## config.mk

```make
export PLATFORM = sky130hd
export DESIGN_NAME = addr_win_decoder
export DESIGN_NICKNAME = d
export VERILOG_FILES = /design/src/rtl/awd_pkg.sv /design/src/rtl/awd_regfile.sv /design/src/rtl/awd_win_cmp.sv /design/src/rtl/awd_prio_sel.sv /design/src/rtl/addr_win_decoder.sv
export SDC_FILE = /design/constraint.sdc
export NUM_CORES = 2
export LEC_CHECK = 0
export ABC_AREA = 1
export BUFFER_PORTS_ARGS = -buffer_cell sky130_fd_sc_hd__buf_4
export CAP_MARGIN = 10
export CELL_PAD_IN_SITES_DETAIL_PLACEMENT = 1
export CELL_PAD_IN_SITES_GLOBAL_PLACEMENT = 2
export CORE_MARGIN = 3
export CORE_UTILIZATION = 40
export CTS_BUF_LIST = sky130_fd_sc_hd__clkbuf_8
export CTS_CLUSTER_SIZE = 16
export DETAILED_ROUTE_END_ITERATION = 7
export GPL_TIMING_DRIVEN = 1
export PLACE_DENSITY = 0.84
export SLEW_MARGIN = 5
export SYNTH_ARGS = -nofsm -noshare
export SYNTH_HDL_FRONTEND = slang
export SYNTH_SLANG_ARGS = --single-unit
```

## constraint.sdc

```tcl
create_clock -name clk_i -period 4.14 [get_ports clk_i]
set_input_delay 0.621 -clock clk_i [delete_from_list [all_inputs] [get_ports clk_i]]
set_output_delay 0.621 -clock clk_i [all_outputs]
set_load 0.01 [all_outputs]
```

## src/rtl/awd_pkg.sv

```systemverilog
package awd_pkg;
  localparam int unsigned ADDR_W = 36;
  localparam int unsigned DATA_W = 32;
  localparam int unsigned TGT_W  = 4;
  localparam int unsigned ATTR_W = 8;
  localparam int unsigned PAGE_W = 16;
  localparam int unsigned HI_W   = ADDR_W - DATA_W;

  typedef struct packed {
    logic              en;
    logic [TGT_W-1:0]  tgt;
    logic [ATTR_W-1:0] attr;
    logic [PAGE_W-1:0] szm1;
    logic [PAGE_W-1:0] base_lo;
    logic [HI_W-1:0]   base_hi;
    logic              remap_ok;
    logic [PAGE_W-1:0] rmp_lo;
    logic [HI_W-1:0]   rmp_hi;
  } win_cfg_t;
endpackage

```

## src/rtl/awd_regfile.sv

```systemverilog
module awd_regfile #(
  parameter int unsigned NUM_WIN    = 20,
  parameter int unsigned NUM_REMAP  = 8,
  parameter int unsigned HOLE_BYTES = 16,
  parameter int unsigned REG_AW     = 8
) (
  input  logic                     clk_i,
  input  logic                     rst_ni,
  input  logic                     we_i,
  input  logic [REG_AW-1:0]        addr_i,
  input  logic [31:0]              wdata_i,
  output logic [31:0]              rdata_o,
  output awd_pkg::win_cfg_t        cfg_o [NUM_WIN]
);
  localparam int unsigned RMP_END   = NUM_REMAP * 16;
  localparam int unsigned PLN_START = RMP_END + HOLE_BYTES;
  localparam int unsigned PLN_END   = PLN_START + (NUM_WIN - NUM_REMAP) * 8;
  localparam int unsigned WIN_IW    = (NUM_WIN > 1) ? $clog2(NUM_WIN) : 1;

  logic [31:0]       a_ext;
  logic              sel_vld;
  logic [WIN_IW-1:0] sel_win;
  logic [1:0]        sel_word;  // 0 ctrl, 1 base, 2 remap lo, 3 remap hi

  assign a_ext = 32'(addr_i);

  always_comb begin
    sel_vld  = 1'b0;
    sel_win  = '0;
    sel_word = 2'd0;
    if (a_ext < RMP_END) begin
      sel_vld  = 1'b1;
      sel_win  = WIN_IW'(a_ext >> 4);
      sel_word = a_ext[3:2];
    end else if (a_ext >= PLN_START && a_ext < PLN_END) begin
      sel_vld  = 1'b1;
      sel_win  = WIN_IW'(NUM_REMAP + ((a_ext - PLN_START) >> 3));
      sel_word = {1'b0, a_ext[2]};
    end
  end

  logic [31:0] ctrl_w [NUM_WIN];
  logic [31:0] base_w [NUM_WIN];
  logic [31:0] rlo_w  [NUM_WIN];
  logic [31:0] rhi_w  [NUM_WIN];

  for (genvar w = 0; w < NUM_WIN; w++) begin : g_win
    logic        wsel;
    logic [31:0] ctrl_q, base_q;

    assign wsel = we_i && sel_vld && (sel_win == WIN_IW'(w));

    always_ff @(posedge clk_i or negedge rst_ni) begin
      if (!rst_ni) begin
        ctrl_q <= '0;
        base_q <= '0;
      end else begin
        if (wsel && sel_word == 2'd0) ctrl_q <= wdata_i;
        if (wsel && sel_word == 2'd1) base_q <= wdata_i;
      end
    end

    if (w < NUM_REMAP) begin : g_rmp
      logic [31:0] rlo_q, rhi_q;
      always_ff @(posedge clk_i or negedge rst_ni) begin
        if (!rst_ni) begin
          rlo_q <= '0;
          rhi_q <= '0;
        end else begin
          if (wsel && sel_word == 2'd2) rlo_q <= wdata_i;
          if (wsel && sel_word == 2'd3) rhi_q <= wdata_i;
        end
      end
      assign rlo_w[w] = rlo_q;
      assign rhi_w[w] = rhi_q;
    end else begin : g_pln
      assign rlo_w[w] = '0;
      assign rhi_w[w] = '0;
    end

    assign ctrl_w[w] = ctrl_q;
    assign base_w[w] = base_q;

    assign cfg_o[w].en       = ctrl_q[0];
    assign cfg_o[w].tgt      = ctrl_q[7:4];
    assign cfg_o[w].attr     = ctrl_q[15:8];
    assign cfg_o[w].szm1     = ctrl_q[31:16];
    assign cfg_o[w].base_lo  = base_q[31:16];
    assign cfg_o[w].base_hi  = base_q[3:0];
    assign cfg_o[w].remap_ok = (w < NUM_REMAP);
    assign cfg_o[w].rmp_lo   = rlo_w[w][31:16];
    assign cfg_o[w].rmp_hi   = rhi_w[w][3:0];
  end

  always_comb begin
    rdata_o = '0;
    if (sel_vld) begin
      unique case (sel_word)
        2'd0: rdata_o = ctrl_w[sel_win];
        2'd1: rdata_o = base_w[sel_win];
        2'd2: rdata_o = rlo_w[sel_win];
        2'd3: rdata_o = rhi_w[sel_win];
      endcase
    end
  end
endmodule

```

## src/rtl/awd_win_cmp.sv

```systemverilog
module awd_win_cmp (
  input  awd_pkg::win_cfg_t               cfg_i,
  input  logic [awd_pkg::ADDR_W-1:0]      addr_i,
  output logic                            hit_o,
  output logic [awd_pkg::ADDR_W-1:0]      xlat_o
);
  import awd_pkg::*;

  logic [PAGE_W-1:0] a_pg;
  logic [HI_W-1:0]   a_hi;

  assign a_pg = addr_i[DATA_W-1:PAGE_W];
  assign a_hi = addr_i[ADDR_W-1:DATA_W];

  // size is a power of two, so the size field doubles as the don't-care mask
  assign hit_o = cfg_i.en && (a_hi == cfg_i.base_hi) &&
                 (((a_pg ^ cfg_i.base_lo) & ~cfg_i.szm1) == '0);

  always_comb begin
    if (cfg_i.remap_ok)
      xlat_o = {cfg_i.rmp_hi,
                (cfg_i.rmp_lo & ~cfg_i.szm1) | (a_pg & cfg_i.szm1),
                addr_i[PAGE_W-1:0]};
    else
      xlat_o = addr_i;
  end
endmodule

```

## src/rtl/awd_prio_sel.sv

```systemverilog
module awd_prio_sel #(
  parameter int unsigned N  = 20,
  localparam int unsigned IW = (N > 1) ? $clog2(N) : 1
) (
  input  logic [N-1:0]  hit_i,
  output logic          found_o,
  output logic [IW-1:0] idx_o
);
  always_comb begin
    found_o = 1'b0;
    idx_o   = '0;
    for (int i = N - 1; i >= 0; i--) begin
      if (hit_i[i]) begin
        found_o = 1'b1;
        idx_o   = IW'(i);
      end
    end
  end
endmodule

```

## src/rtl/addr_win_decoder.sv

```systemverilog
module addr_win_decoder #(
  parameter int unsigned NUM_WIN    = 20,
  parameter int unsigned NUM_REMAP  = 8,
  parameter int unsigned HOLE_BYTES = 16,
  parameter int unsigned REG_AW     = 8
) (
  input  logic              clk_i,
  input  logic              rst_ni,
  input  logic              reg_we_i,
  input  logic [REG_AW-1:0] reg_addr_i,
  input  logic [31:0]       reg_wdata_i,
  output logic [31:0]       reg_rdata_o,
  input  logic              req_valid_i,
  input  logic [35:0]       req_addr_i,
  output logic              rsp_valid_o,
  output logic              miss_o,
  output logic [3:0]        tgt_o,
  output logic [7:0]        attr_o,
  output logic [35:0]       xlat_addr_o
);
  import awd_pkg::*;
  localparam int unsigned WIN_IW = (NUM_WIN > 1) ? $clog2(NUM_WIN) : 1;

  win_cfg_t            cfg   [NUM_WIN];
  logic [NUM_WIN-1:0]  hit;
  logic [ADDR_W-1:0]   xlat  [NUM_WIN];
  logic                found;
  logic [WIN_IW-1:0]   win_idx;

  awd_regfile #(
    .NUM_WIN(NUM_WIN), .NUM_REMAP(NUM_REMAP),
    .HOLE_BYTES(HOLE_BYTES), .REG_AW(REG_AW)
  ) u_regs (
    .clk_i(clk_i), .rst_ni(rst_ni), .we_i(reg_we_i),
    .addr_i(reg_addr_i), .wdata_i(reg_wdata_i),
    .rdata_o(reg_rdata_o), .cfg_o(cfg)
  );

  for (genvar w = 0; w < NUM_WIN; w++) begin : g_cmp
    awd_win_cmp u_cmp (
      .cfg_i(cfg[w]), .addr_i(req_addr_i),
      .hit_o(hit[w]), .xlat_o(xlat[w])
    );
  end

  awd_prio_sel #(.N(NUM_WIN)) u_sel (
    .hit_i(hit), .found_o(found), .idx_o(win_idx)
  );

  always_ff @(posedge clk_i or negedge rst_ni) begin
    if (!rst_ni) begin
      rsp_valid_o <= 1'b0;
      miss_o      <= 1'b1;
      tgt_o       <= '0;
      attr_o      <= '0;
      xlat_addr_o <= '0;
    end else begin
      rsp_valid_o <= req_valid_i;
      if (req_valid_i) begin
        miss_o      <= !found;
        tgt_o       <= found ? cfg[win_idx].tgt  : '0;
        attr_o      <= found ? cfg[win_idx].attr : '0;
        xlat_addr_o <= found ? xlat[win_idx] : req_addr_i;
      end
    end
  end
endmodule

```

==> metrics.yaml <==
outcome:
  status: "complete, but fails checks"
  violations: "setup timing"
floorplan:
  fp.dieH_um: 483
  io_pins: 162
  std_cell_rows: 174
  start_util_pct: 40.3
  die_x_um: 483
  die_area_mm2: 0.233
  core-area_mm2: 0.225
detailed_routing:
  drt-initial-drc-count: 11424
  wl_met2_um: 210000
  drc: 0
  routedWlPerCell_um: 31.1
  dr_wl_met3_um: 54200
  final_antenna_net_count: 0
  top_layer_used: "met5"
  wl_um: 489000
  wl_met1_um: 199000
  dr.pass1.iters: 6
  vias: 98152
  viasPerCell: 6.24
finish:
  fillers: 26391
  fin_util_pct: 52.7
  finalNetCount: 12551
  area_delta_synth_final_pct: 30.8
  layout-drive-gt1-share_pct: 21.5
run:
  maxCapViolCount: 0
yosys:
  synth_top_family_by_area: "compound AO/OA/AOI/OAI gates"
  synth_area_per_cell_um2: 7.96
  syn_inst: 11418
  ys_seq_elements: 1842
  synth_adder_area_share_pct: 0.0413
  ys_seq_area_share_pct: 50.7
  yosysTopAreaCell: "dfrtp_1"
  synth.distinct_cells: 58
  synth_edf_count: 0
  synth-simple-area-share_pct: 19.7
  synthMuxAreaShare_pct: 0
  ys_dominant_reg_cell: "dfrtp_1"
  async_reset_ff_share_pct: 100
  syn-cell-area_mm2: 0.0909
  synth-compound-area-share_pct: 23.1
  synth_fp_nets: 11501
  synth_top_cell_area_share_pct: 50.7
  yosys_warnings: 0
  yosys.area_share.xor_xnor_pct: 0.655
  synth_area_leaders: "dfrtp_1 51%, o21ai_0 13%, nand2_1 12%"
placed_design:
  gp_congestion: 1.01
  io_buffers: 161
  dp.final_hpwl_um: 328000
clock_tree:
  clkTransAtPathRegs_ns: 0.06
  cts_made_buffers: 355
  cts-htree-levels: 5
  clockBufferDepth: 4
  cts_tree: "done"
  clk_latency_ns: 1.09
  cts.sinks: 1842
  clock-root-buffer: "clkbuf_8"
pwr:
  power_density_mw_per_mm2: 464
  leakagePower_uw: 0.0539
  peakVddDrop_uv: 351
grt:
  grt_pass1_wl_um: 693000
  grt_pass1_vias: 97189
  overflow: 0
  antenna_found_initial: 23
  grt_max_degree: 164
  groute.usage.overall_pct: 40.5
timing:
  fmax_ghz: 0.221
  slew_violations: 0
  grt_setup_unrepaired: "yes"
  period_needed_ns: 4.52
  holdWs_ns: 0.0933
  setup-violations-final: 32
  skew_ns: 0.0632
  relSlewSlack_pct: 9.60
  finalHoldViolCount: 0
  worstMarginPinSlew_ns: 1.36
  period_share_pct: 109
  setup_slack_ns: -0.382
hold_path:
  hp-class: "primary input to flop"
worst_setup_path:
  crit_fanout: 8
  endpoint_kind: "output pin"
  critical_path_arrival_ns: 3.90
  path_class: "primary input to output pin"
  required_ns: 3.52
  start_kind: "primary input"
## what timing repair did
item                       in CTS  in global routing
hold buffers                   17                  0
resized for setup             571                363
setup endpoints to repair      63                 64
gates cloned                   31                 26
pin swaps                     115                176
hold endpoints to repair      304                  0
buffers inserted              112                 88
## final timing paths
check,start,to,slack (ns),depth (start not counted)
worst max-delay path,reg_addr_i[5],reg_rdata_o[8],-0.38,25
worst min-delay path,req_addr_i[31],xlat_addr_o[31],0.09,5
worst max register to register,u_regs.g_win[19].base_q[30],xlat_addr_o[28],0.07,35
worst min register to register,xlat_addr_o[7],xlat_addr_o[7],0.48,2
max in group asynchronous,rst_ni,u_regs.g_win[0].ctrl_q[6],2.52,4
min in group asynchronous,rst_ni,u_regs.g_win[16].base_q[19],0.18,2
## flip-flops by register name (all words and copies together), names as in the netlist
register,cells
xlat_addr_o,36
rsp_valid_o,1
tgt_o,4
u_regs.g_win.base_q,640
u_regs.g_win.g_rmp.rhi_q,256
u_regs.g_win.g_rmp.rlo_q,256
miss_o,1
u_regs.g_win.ctrl_q,640
attr_o,8
## stage by stage
stage / cell area [um^2] / TNS (ns) / instances / power [uW] / worst slack [ns]
2_1_floorplan: 90900 / 0 / 11418 / 28000 / 0.315
3_3_place_gp: 105000 / -37.52 / 14857 / 34300 / -1.00
3_5_place_dp: 105000 / -42.33 / 14857 / 34800 / -1.03
4_1_cts: 116000 / -5.24 / 15609 / 54200 / -0.278
5_1_grt: 119000 / -9.65 / 15714 / 57300 / -0.397
6_report: 119000 / -7.31 / 15721 / 55100 / -0.382
## per-layer routing
metal	GRT usage, %	vias up
li1	-	41437
met1	55.6	50114
met2	59.9	5402
met3	10.8	1185
met4	18.1	14
met5	0	-
## layout by cell type, fill, tap and decap left out, types with 38 or more instances in the layout
cell type | Yosys | final
a21oi_1 | 315 | 286
nand2_2 | 3 | 76
a22oi_1 | 60 | 57
o22ai_1 | 618 | 544
nor2_1 | 676 | 642
buf_4 | 36 | 1183
o211ai_1 | 61 | 61
xnor2_1 | 68 | 68
o21ai_1 | 80 | 216
inv_2 | 11 | 41
o21ai_2 | 0 | 41
nor3_1 | 42 | 38
nand4_1 | 117 | 117
nand2_1 | 2978 | 2885
o221ai_1 | 70 | 57
o22ai_2 | 0 | 54
buf_12 | 0 | 276
inv_1 | 289 | 347
nand3_2 | 0 | 80
dfrtp_1 | 1841 | 1840
buf_6 | 14 | 118
clkbuf_8 | 0 | 456
o21ai_0 | 2403 | 2218
nor4_1 | 42 | 40
nand3_1 | 450 | 355
## cell families after synthesis
kind of cell               Yosys count
AOI/OAI and AO/OA                 3790
DFF                               1842
xor gates and xnor gates            68
and+or+nand+nor                   4410
buffers and inverters             1305
adders and majority gates            3
## layout make-up
| class | instances | area [um^2] | area share (%) |
|---|---|---|---|
| Antenna cell | 15 | 37.5 | 0.0316 |
| Clock buffer | 456 | 6280 | 5.28 |
| Clock inverter | 147 | 758 | 0.638 |
| Inverter | 313 | 1230 | 1.04 |
| Multi-Input combinational cell | 8272 | 42600 | 35.9 |
| Sequential cell | 1842 | 46100 | 38.8 |
| Tap cell | 2992 | 3740 | 3.15 |
| Timing Repair Buffer | 1679 | 18000 | 15.2 |
| Timing Repair inverter | 5 | 62.6 | 0.0526 |
## critical path, cell delays in order
cell	delay [ns]
buf_12	0.11
inv_8	0.06
ha_4	0.12
nand3_2	0.06
nand3_2	0.07
and2_4	0.19
inv_4	0.05
o22ai_4	0.09
buf_6	0.15
nor2_4	0.05
buf_12	0.13
inv_16	0.08
buf_12	0.12
buf_16	0.15
buf_6	0.12
buf_12	0.13
buf_16	0.16
o22ai_1	0.10
o21ai_0	0.24
buf_4	0.18
nand4_1	0.22
o221ai_2	0.31
nand2_4	0.09
nor2_4	0.14
buf_6	0.12
## power by group
part / leakage, uW / internal [uW] / switching, uW
Sequential: 0.0249 / 20400 / 2760
Clock: 0.00405 / 10100 / 8460
Combinational: 0.0249 / 5210 / 8140
Total: 0.0539 / 35700 / 19400
## Yosys cell counts, types with 29 or more instances
| library cell | number |
|---|---|
| a21oi_1 | 315 |
| a22oi_1 | 60 |
| buf_1 | 53 |
| buf_2 | 94 |
| buf_4 | 36 |
| clkbuf_1 | 795 |
| dfrtp_1 | 1841 |
| inv_1 | 289 |
| nand2_1 | 2978 |
| nand3_1 | 450 |
| nand4_1 | 117 |
| nor2_1 | 676 |
| nor3_1 | 42 |
| nor3b_1 | 29 |
| nor4_1 | 42 |
| o2111ai_1 | 42 |
| o211ai_1 | 61 |
| o21ai_0 | 2403 |
| o21ai_1 | 80 |
| o221ai_1 | 70 |
| o22ai_1 | 618 |
| o32ai_1 | 41 |
| xnor2_1 | 68 |
(Power assumes the default switching activity.)
